File: src/rtl/flash_fe_pkg.sv
package flash_fe_pkg;

  typedef struct packed {
    logic rd;
    logic wr;
  } bus_req_t;

  function automatic int unsigned cnt_w(input int unsigned n);
    return (n < 2) ? 1 : $clog2(n + 1);
  endfunction

endpackage

File: src/rtl/flash_rst_qual.sv
module flash_rst_qual #(
  parameter int unsigned T_RP = 4
) (
  input  logic clk,
  input  logic rst,
  input  logic pin_low,
  output logic valid
);
  import flash_fe_pkg::*;
  localparam int unsigned CW = cnt_w(T_RP);

  logic [CW-1:0] lo_cnt;

  always_ff @(posedge clk) begin
    if (rst)
      lo_cnt <= '0;
    else if (!pin_low)
      lo_cnt <= '0;
    else if (lo_cnt != CW'(T_RP))
      lo_cnt <= lo_cnt + 1'b1;
  end

  assign valid = pin_low && (lo_cnt == CW'(T_RP - 1));

  // one qualification per low pulse
  assert_valid_once_R2: assert property (@(posedge clk) disable iff (rst)
    (lo_cnt == CW'(T_RP)) |-> !valid);
  assert_count_after_valid_R1: assert property (@(posedge clk) disable iff (rst)
    valid |=> (lo_cnt == CW'(T_RP)));

endmodule

File: src/rtl/flash_rst_recov.sv
module flash_rst_recov #(
  parameter int unsigned T_RDY_BUSY = 12,
  parameter int unsigned T_RDY_IDLE = 2,
  parameter int unsigned T_RH       = 5
) (
  input  logic clk,
  input  logic rst,
  input  logic pin_low,
  input  logic valid,
  input  logic eng_busy,
  output logic ready,
  output logic abort,
  output logic access_ok
);
  import flash_fe_pkg::*;
  localparam int unsigned T_MAX = (T_RDY_BUSY > T_RDY_IDLE) ? T_RDY_BUSY : T_RDY_IDLE;
  localparam int unsigned RCW   = cnt_w(T_MAX);
  localparam int unsigned HCW   = cnt_w(T_RH);

  logic [RCW-1:0] rec_cnt;
  logic [HCW-1:0] rh_cnt;
  logic           in_rst;

  always_ff @(posedge clk) begin
    if (rst) begin
      rec_cnt <= '0;
      rh_cnt  <= '0;
      in_rst  <= 1'b0;
      ready   <= 1'b1;
      abort   <= 1'b0;
    end else begin
      abort <= valid;
      if (valid)
        rec_cnt <= eng_busy ? RCW'(T_RDY_BUSY) : RCW'(T_RDY_IDLE);
      else if (rec_cnt != '0)
        rec_cnt <= rec_cnt - 1'b1;
      if (valid)
        in_rst <= 1'b1;
      else if (!pin_low)
        in_rst <= 1'b0;
      if (valid || (in_rst && pin_low))
        rh_cnt <= HCW'(T_RH);
      else if (rh_cnt != '0)
        rh_cnt <= rh_cnt - 1'b1;
      ready <= !valid && (rec_cnt == '0) && !eng_busy;
    end
  end

  assign access_ok = !pin_low && (rec_cnt == '0) && (rh_cnt == '0);

  assert_abort_pulse_R2: assert property (@(posedge clk) disable iff (rst)
    abort |=> !abort);
  assert_busy_hold_R4: assert property (@(posedge clk) disable iff (rst)
    (rec_cnt != '0) |=> !ready);
  assert_abort_busy_R5: assert property (@(posedge clk) disable iff (rst)
    abort |-> !ready);
  assert_ready_follow_R10: assert property (@(posedge clk) disable iff (rst)
    eng_busy |=> !ready);
  assert_window_R6: assert property (@(posedge clk) disable iff (rst)
    (in_rst && pin_low) |=> !access_ok);

endmodule

File: src/rtl/flash_sleep_det.sv
module flash_sleep_det #(
  parameter int unsigned AW      = 8,
  parameter int unsigned T_SLEEP = 9
) (
  input  logic          clk,
  input  logic          rst,
  input  logic [AW-1:0] addr,
  output logic          sleep
);
  import flash_fe_pkg::*;
  localparam int unsigned SCW = cnt_w(T_SLEEP);

  logic [AW-1:0]  addr_q;
  logic [SCW-1:0] st_cnt;

  always_ff @(posedge clk) begin
    if (rst) begin
      addr_q <= '0;
      st_cnt <= '0;
      sleep  <= 1'b0;
    end else if (addr != addr_q) begin
      addr_q <= addr;
      st_cnt <= '0;
      sleep  <= 1'b0;
    end else begin
      if (st_cnt != SCW'(T_SLEEP))
        st_cnt <= st_cnt + 1'b1;
      sleep <= (st_cnt >= SCW'(T_SLEEP - 1));
    end
  end

  assert_exit_R9: assert property (@(posedge clk) disable iff (rst)
    (addr != addr_q) |=> !sleep);
  assert_stay_R8: assert property (@(posedge clk) disable iff (rst)
    (sleep && (addr == addr_q)) |=> sleep);

endmodule

File: src/rtl/flash_rst_sleep_ctrl.sv
module flash_rst_sleep_ctrl #(
  parameter int unsigned AW         = 8,
  parameter int unsigned T_RP       = 4,
  parameter int unsigned T_RDY_BUSY = 12,
  parameter int unsigned T_RDY_IDLE = 2,
  parameter int unsigned T_RH       = 5,
  parameter int unsigned T_ACC      = 6,
  parameter int unsigned T_MARGIN   = 3
) (
  input  logic          clk,
  input  logic          rst,
  input  logic          rst_n_pin,
  input  logic          ce_n,
  input  logic          oe_n,
  input  logic          we_n,
  input  logic [AW-1:0] addr,
  input  logic          eng_busy,
  output logic          eng_abort,
  output logic          ready,
  output logic          dout_oe,
  output logic          dout_hold,
  output logic          wr_en
);
  import flash_fe_pkg::*;
  localparam int unsigned T_SLEEP = T_ACC + T_MARGIN;

  logic     pin_low;
  logic     valid;
  logic     access_ok;
  bus_req_t req;

  assign pin_low = !rst_n_pin;
  assign req.rd  = !ce_n && !oe_n && we_n;
  assign req.wr  = !ce_n && !we_n;

  flash_rst_qual #(.T_RP(T_RP)) u_qual (
    .clk(clk), .rst(rst), .pin_low(pin_low), .valid(valid)
  );

  flash_rst_recov #(
    .T_RDY_BUSY(T_RDY_BUSY), .T_RDY_IDLE(T_RDY_IDLE), .T_RH(T_RH)
  ) u_recov (
    .clk(clk), .rst(rst), .pin_low(pin_low), .valid(valid),
    .eng_busy(eng_busy), .ready(ready), .abort(eng_abort),
    .access_ok(access_ok)
  );

  flash_sleep_det #(.AW(AW), .T_SLEEP(T_SLEEP)) u_sleep (
    .clk(clk), .rst(rst), .addr(addr), .sleep(dout_hold)
  );

  always_ff @(posedge clk) begin
    if (rst) begin
      dout_oe <= 1'b0;
      wr_en   <= 1'b0;
    end else begin
      dout_oe <= req.rd && access_ok;
      wr_en   <= req.wr && access_ok;
    end
  end

  assert_tristate_R3: assert property (@(posedge clk) disable iff (rst)
    !rst_n_pin |=> (!dout_oe && !wr_en));
  assert_oe_off_R7: assert property (@(posedge clk) disable iff (rst)
    (oe_n || ce_n) |=> !dout_oe);

endmodule

File: config.mk
export PLATFORM = sky130hd
export DESIGN_NAME = flash_rst_sleep_ctrl
export DESIGN_NICKNAME = d
export VERILOG_FILES = /design/src/rtl/flash_fe_pkg.sv /design/src/rtl/flash_rst_qual.sv /design/src/rtl/flash_rst_recov.sv /design/src/rtl/flash_sleep_det.sv /design/src/rtl/flash_rst_sleep_ctrl.sv
export SDC_FILE = /design/constraint.sdc
export NUM_CORES = 1
export LEC_CHECK = 0
export ABC_AREA = 1
export BUFFER_PORTS_ARGS = -buffer_cell sky130_fd_sc_hd__buf_2
export CELL_PAD_IN_SITES_DETAIL_PLACEMENT = 0
export CELL_PAD_IN_SITES_GLOBAL_PLACEMENT = 2
export CORE_ASPECT_RATIO = 1.25
export CORE_MARGIN = 2
export CORE_UTILIZATION = 34
export CTS_BUF_LIST = sky130_fd_sc_hd__clkbuf_8 sky130_fd_sc_hd__clkbuf_16
export DETAILED_ROUTE_END_ITERATION = 16
export MAX_ROUTING_LAYER = met4
export PLACE_DENSITY_LB_ADDON = 0.05
export SYNTH_ARGS = -nofsm -noshare
export SYNTH_HDL_FRONTEND = slang
export SYNTH_SLANG_ARGS = --single-unit
File: constraint.sdc
create_clock -name clk -period 3.5 [get_ports clk]
set_clock_uncertainty 0.2 [all_clocks]
set_input_delay 0.7 -clock clk [delete_from_list [all_inputs] [get_ports clk]]
set_output_delay 0.7 -clock clk [all_outputs]
set_load 0.03 [all_outputs]
==> results of run 1 <==
[area by class of cell]
cell class	count	area [um2]
Tap cell	39	48.8
Multi-Input combinational cell	98	592
Timing Repair Buffer	19	95.1
Sequential cell	28	561
Clock buffer	3	41.3
Inverter	31	116
Fill cell	379	2090
[metrics by stage]
stage,util [%],worst slack (ns),hold WS [ns]
after floorplan,-,2.03,0.234
after global placement,39.9,1.68,0.256
after detailed placement,39.9,1.68,0.262
after CTS,41.0,1.80,0.276
after global routing,41.0,1.75,0.300
final,41.0,1.83,0.268
[layout by cell type (no fill, tap or decap)]
cell	n
or2_0	1
nand2_1	27
inv_2	3
buf_2	19
nand4_1	1
ha_1	11
o21ai_0	7
o21bai_1	1
nor2_1	20
dfxtp_1	28
nor2_4	1
inv_1	28
xor2_1	4
nand2_2	1
a31oi_1	1
a21oi_1	5
clkbuf_8	3
a21oi_2	1
nor4_2	1
nor3_1	1
xnor2_1	6
nand3_1	6
nand2_4	1
o2111a_1	1
nand3b_1	1
[worst reg2reg max path: stages (launching register included)]
cell and delay (ns):
dfxtp_1 0.34, ha_1 0.21, ha_1 0.22, o21ai_0 0.39, o2111a_1 0.25
[worst max path at each step]
stage	depth (start not counted)	slack (ns)	end	start
after floorplan	4	2.03	u_recov.rh_cnt[1]$_SDFFE_PP0P_	u_qual.lo_cnt[0]$_SDFFE_PP0P_
final	1	1.83	dout_oe	dout_oe$_SDFF_PP0_
after global routing	4	1.75	u_recov.rh_cnt[1]$_SDFFE_PP0P_	u_qual.lo_cnt[0]$_SDFFE_PP0P_
after detailed placement	4	1.68	u_sleep.st_cnt[2]$_SDFFE_PP0P_	rst
after global placement	4	1.68	u_sleep.sleep$_SDFF_PP0_	rst
after CTS	4	1.80	u_recov.rh_cnt[1]$_SDFFE_PP0P_	u_qual.lo_cnt[0]$_SDFFE_PP0P_
[layer usage]
| metal | vias up | part of all wire (%) |
|---|---|---|
| li1 | 524 | - |
| met1 | 438 | 44 |
| met2 | 12 | 52 |
| met3 | 2 | 4.1 |
| met4 | 0 | 0.86 |
| met5 | - | 0 |
[Yosys cell counts, drive strengths merged (2+ instances only)]
library cell / instances
inv: 31
nand2: 29
dfxtp: 28
nor2: 21
ha: 11
o21ai: 7
a21oi: 6
nand3: 6
xnor2: 6
xor2: 4
buf: 2
[registers in the layout (all words and copies together) (netlist names)]
name             cells
dout_oe              1
u_recov.rh_cnt       3
wr_en                1
u_recov.abort        1
u_sleep.addr_q       8
u_sleep.st_cnt       4
u_sleep.sleep        1
u_recov.ready        1
u_qual.lo_cnt        3
u_recov.in_rst       1
u_recov.rec_cnt      4
[kinds of logic (layout without fill, tap and decap cells)]
logic type | Yosys count | after routing | synth area share, %
buffers and inverters | 33 | 53 | 9.88
AND/OR/NAND/NOR | 61 | 61 | 21.3
adder cells (fa/ha/maj) | 11 | 11 | 10.8
AO/OA/AOI/OAI | 16 | 16 | 7.34
flip-flops | 28 | 28 | 43.8
XOR/XNOR | 10 | 10 | 6.85
[where the power goes]
part / switching (mW) / total, mW / internal (mW)
Sequential: 0.0284 / 0.392 / 0.364
Clock: 0.0919 / 0.169 / 0.0771
Combinational: 0.159 / 0.279 / 0.120
Total: 0.280 / 0.840 / 0.560
==> reports/qor.txt, run 1 <==
max_cap viols -> 0
setup_tns -> 0 ns
PD cells -> 578 nW/um2
Inst Count DP -> 215
gp weighted congestion -> 0.711
PortBufs -> 19
worst r2r path cells -> 4
Synth cell types -> 24
setup slack, reg-to-reg -> 1.83 ns
met1 usage -> 12.4%
Worst Path Buf+Inv -> 1
CTS sink cnt -> 28
GRT overflow -> 0
DRC violations left -> 2
Syn Area/Cell -> 8.04 um2
worst-path maximum fanout -> 1
first drt pass iteration count -> 9
worst hold start -> u_sleep.st_cnt[3]$_SDFFE_PP0P_
design area -> 1450 um2
CP cell instances -> buf_2
core area -> 3540 um2
RSZ-0062 raised after global routing -> false
initial antenna violation count -> 0
worst vdd ir -> 0.000312 V
Worst Path Class, Setup -> reg -> out
final non-filler cell total -> 218
Area growth syn-to-layout -> 13.7%
synthesized net count -> 185
worst skew pair latency -> 0.27 ns
first-pass GRT wire length -> 3.66 mm
full die area -> 4270 um2
Synth top area share -> 43.8%
largest stage delay on the critical path -> 0.32 ns
Final Setup Violations -> 0
fin crit share -> 47.8%
post-CTS resize count -> 0
dominant cell type by area after synthesis -> dfxtp_1
CTS max path bufs -> 2
wirelength, routed -> 2.22 mm
met3 usage -> 2.50%
Slew Viols, Final -> 0
CP max stage cell -> dfxtp_1
Main synth FF type -> dfxtp_1
Most Crowded Layer GR -> met2
synthesized flop and latch total -> 28
CTS tree -> done
Clock Root Buffer -> clkbuf_8
Clock Pin Slew Worst Setup and Hold Paths -> 0.09 ns
hold path cells -> 2
largest net degree at the start of global routing -> 18
DRT iter0 DRCs -> 23
Post-CTS Setup Repair Bufs -> 0
Post-synth EDFFs -> 0
Cell Area, Placed -> 1410 um2
Synth Cell Area -> 1280 um2
Fmax achieved -> 597 MHz
Post-DRT Antenna Nets -> 0
Mapped Cells -> 159
starting density of the core -> 36.1%
CP Capture Type -> output port
RR Endpoint -> u_recov.rh_cnt[1]$_SDFFE_PP0P_
vias in the first global route -> 886
CP required -> 2.60 ns
worst r2r src -> u_qual.lo_cnt[0]$_SDFFE_PP0P_
Worst Tran Pin Value -> 0.451 ns
die width -> 58.9 um
met2 GRT Util -> 19.8%
startpoint class of the critical path -> flop
DIE HEIGHT -> 72.6 um
Vias -> 976
Rel. slew slack -> 69.6%
Seq/Total Area, Yosys -> 43.8%
CTS buffer count -> 3
outcome -> finished with violations
vias per std cell -> 4.48
WHS Endpoint -> u_sleep.sleep$_SDFF_PP0_
Total Routing Usage GR -> 11.4%
I/O pin count -> 20
Layout Nets -> 207
ratio of cells with drive above 1 in the final layout -> 16.8%
top post-synthesis cells by area -> dfxtp_1, ha_1, inv_1
ant diodes -> 0
Leak Pwr -> 0.712 nW
family with the most delay on the worst path -> flip-flops
Final Hold Viols -> 0
Synth async-reset ratio -> 0%
DP HPWL -> 1.74 mm
Hold WC Path Type -> reg -> reg
Tmin final -> 1.67 ns
cts hold-fix bufs -> 0
Critical Path AT -> 0.77 ns
failing checks -> design-rule violations
# rows -> 24
H-tree levels -> 1
YS warnings -> 0
total power -> 0.840 mW
post-DR wirelength/cell -> 10.2 um
(Power assumes the default switching activity.)
==> inputs of run 2 (changes only) <==
--- a/config.mk
+++ b/config.mk
@@ -5,7 +5,7 @@
 export SDC_FILE = /design/constraint.sdc
 export NUM_CORES = 1
 export LEC_CHECK = 0
-export ABC_AREA = 1
+export ABC_AREA = 0
 export BUFFER_PORTS_ARGS = -buffer_cell sky130_fd_sc_hd__buf_2
 export CELL_PAD_IN_SITES_DETAIL_PLACEMENT = 0
 export CELL_PAD_IN_SITES_GLOBAL_PLACEMENT = 2
==> constraint.sdc (replaced) <==
create_clock -name clk -period 1.7 [get_ports clk]
set_clock_uncertainty 0.2 [all_clocks]
set_input_delay 0.34 -clock clk [delete_from_list [all_inputs] [get_ports clk]]
set_output_delay 0.34 -clock clk [all_outputs]
set_load 0.03 [all_outputs]
==> reports/qor.txt, run 2 <==
outcome -> finished clean
Hold WC Path Type -> in -> reg
most instantiated cells after synthesis -> dfxtp_1, inv_1, ha_1, xnor2_1, nor2b_1
Worst Path Class, Setup -> reg -> reg
Leak Pwr -> 0.607 nW (-15%)
Critical Path AT -> 1.64 ns (+0.87 ns)
first-pass GRT wire length -> 3.85 mm (+5.1%)
die width -> 58.1 um (-1.3%)
ant diodes -> 0 (unchanged)
CP Capture Type -> flop
final non-filler cell total -> 185 (-15%)
wirelength, routed -> 2.17 mm (-1.9%)
Post-synth EDFFs -> 0 (unchanged)
starting density of the core -> 35.7% (-0.42 points)
part of the power in registers -> 47.3% (+0.6 points)
initial antenna violation count -> 0 (unchanged)
family with the most delay on the worst path -> simple AND/OR/NAND/NOR gates
CP required -> 1.70 ns (-0.90 ns)
post-synthesis simple-gate area fraction -> 19.8% (-1.5 points)
worst-path maximum fanout -> 7 (+6)
Vias -> 882 (-9.6%)
fin crit share -> 96.2%
Synth cell types -> 28 (+17%)
CTS sink cnt -> 28 (unchanged)
CTS buffer count -> 3 (unchanged)
adder-cell share of the synthesized area -> 11.1% (+0.31 points)
H-tree levels -> 1 (unchanged)
largest stage delay on the critical path -> 0.37 ns (+0.05 ns)
dominant cell type by area after synthesis -> dfxtp_1
vias in the first global route -> 925 (+4.4%)
largest net degree at the start of global routing -> 25 (+7)
synthesized flop and latch total -> 28 (unchanged)
Synth Area in Compound Gates -> 5.24% (-2.1 points)
setup_tns -> 0 ns (unchanged)
top post-synthesis cells by area -> dfxtp_1, ha_1, xnor2_1
leading cell type in the layout, fill and taps excluded -> dfxtp_1
Final Hold Viols -> 0 (unchanged)
max_cap viols -> 0 (unchanged)
gp weighted congestion -> 0.683 (-3.9%)
Clock Root Buffer -> clkbuf_8
Clock Pin Slew Worst Setup and Hold Paths -> 0.09 ns (about the same)
DRC violations left -> 0 (-2)
Biggest register -> u_sleep.addr_q
Syn Area/Cell -> 9.86 um2 (+23%)
Seq/Total Area, Yosys -> 45.1% (+1.3 points)
Post-CTS Setup Repair Bufs -> 0 (unchanged)
GRT overflow -> 0 (unchanged)
Inst Count DP -> 182 (-15%)
YS warnings -> 0 (unchanged)
DIE HEIGHT -> 71.6 um (-1.4%)
Fmax achieved -> 611 MHz
XOR/XNOR share of the synthesized area -> 10.6% (+3.7 points)
Sw Ratio -> 30.6% (-2.7 points)
Worst Tran Pin Value -> 0.312 ns (-0.139 ns)
Synth Cell Area -> 1240 um2 (-2.8%)
first drt pass iteration count -> 4 (-5)
Mapped Cells -> 126 (-21%)
Area growth syn-to-layout -> 16.3%
I/O pin count -> 20 (unchanged)
core area -> 3480 um2 (-1.7%)
Worst Path Buf+Inv -> 0 (-1)
DRT iter0 DRCs -> 21 (-8.7%)
biggest registers after layout -> u_sleep.addr_q (8), u_recov.rec_cnt (4), u_sleep.st_cnt (4)
Synth top area share -> 45.1% (+1.3 points)
Clock Power Share -> 20.5% (+0.4 points)
Slew Viols, Final -> 0 (unchanged)
Layout Nets -> 174 (-16%)
startpoint class of the critical path -> flop
Main synth FF type -> dfxtp_1
worst vdd ir -> 0.000698 V (+120%)
PortBufs -> 19 (unchanged)
CP cell instances -> ha_1 > ha_2 > nor2b_4 > or3_1 > a21oi_1
Synth async-reset ratio -> 0% (unchanged)
most frequent cells in the layout -> dfxtp_1, buf_2, inv_1, xnor2_1, ha_1
Comb power frac -> 32.1% (-1.1 points)
worst skew pair latency -> 0.26 ns (about the same)
Rel. slew slack -> 79.2% (+9.6 points)
full die area -> 4160 um2 (-2.7%)
post-synthesis mux area share -> 3.22% (+3.2 points)
fin util -> 41.5% (+0.46 points)
synthesized net count -> 152 (-18%)
vias per std cell -> 4.77 (+6.5%)
top-count cell post-synth -> dfxtp_1
CTS tree -> done
largest family of logic cells by synthesized area -> simple AND/OR/NAND/NOR gates
CP max stage cell -> or3_1
Int Pwr -> 1.17 mW (+110%)
Largest register FFs -> 8 (unchanged)
post-DR wirelength/cell -> 11.7 um (+16%)
DP HPWL -> 1.65 mm (-5.3%)
# rows -> 24 (unchanged)
Total Routing Usage GR -> 12.4% (+1.0 points)
Final Setup Violations -> 0 (unchanged)
CTS max path bufs -> 2 (unchanged)
Switch Pwr -> 0.515 mW (+84%)
ratio of cells with drive above 1 in the final layout -> 20.5% (+3.8 points)
Post-DRT Antenna Nets -> 0 (unchanged)
Tmin final -> 1.64 ns
RSZ-0062 raised after global routing -> false
PD cells -> 1170 nW/um2 (+100%)
run 2: power groups by stage:
stage	clock network, mW	registers, mW	logic, mW
floorplan	0	0.811	0.397
global placement	0	0.807	0.517
detailed placement	0	0.807	0.527
CTS	0.369	0.792	0.530
global route	0.394	0.809	0.617
finish	0.345	0.798	0.541
run 2: routing by layer:
metal  global-route usage [%]  share of wire (%)  vias to the layer above
li1                         -                  -                      454
met1                     13.1                 42                      411
met2                     21.8                 52                       15
met3                     2.71                4.5                        2
met4                     5.43                1.1                        0
met5                        -                  0                        -
run 2: path summary, 6_finish.rpt:
| path | start | end | slack [ns] | cells past startpoint |
|---|---|---|---|---|
| max | u_qual.lo_cnt[0]$_SDFFE_PP0P_ | u_recov.rec_cnt[2]$_SDFFE_PP0P_ | 0.06 | 5 |
| min | oe_n | dout_oe$_SDFF_PP0_ | 0.03 | 2 |
| max reg2reg | u_qual.lo_cnt[0]$_SDFFE_PP0P_ | u_recov.rec_cnt[2]$_SDFFE_PP0P_ | 0.06 | 5 |
| min reg2reg | u_recov.in_rst$_SDFFE_PP0P_ | u_recov.rh_cnt[1]$_SDFFE_PP0P_ | 0.31 | 3 |
run 2: timing repair:
item                                    in CTS  in global routing
gates resized for setup                      3                  3
hold buffers                                 0                  0
pin swaps                                    0                  1
endpoints found under the setup margin       2                  4
run 2: worst register-to-register path, cell delays in order, from the launching register on:
cell and delay, ns:
dfxtp_2 0.34, ha_1 0.20, ha_2 0.18, nor2b_4 0.14, or3_1 0.37, a21oi_1 0.14
run 2: through the flow:
step	cell area [um2]	hold slack (ns)	setup slack (ns)	total power, mW
final	1450	0.0269	0.0644	1.68
after global routing	1450	0.0127	0.00871	1.82
after CTS	1430	0.0108	0.0414	1.69
after detailed placement	1380	0.305	-0.00522	1.33
after global placement	1380	0.302	0.0370	1.32
after floorplan	1240	0.212	0.0835	1.21
run 2: area by class of cell:
| type | instances | area (um2) |
|---|---|---|
| fill | 381 | 2040 |
| multi-input combinational | 82 | 642 |
| sequential | 28 | 562 |
| timing repair buffer | 20 | 103 |
| inverter | 13 | 48.8 |
| tap | 39 | 48.8 |
| clock buffer | 3 | 41.3 |
run 2: logic make-up (layout without fill, tap and decap cells):
| family | count (synthesis) | in the layout |
|---|---|---|
| buffers and inverters | 16 | 36 |
| adders and majority gates | 11 | 11 |
| and+or+nand+nor | 43 | 43 |
| xor gates and xnor gates | 15 | 15 |
| muxes | 4 | 4 |
| DFF | 28 | 28 |
| AOI/OAI and AO/OA | 9 | 9 |
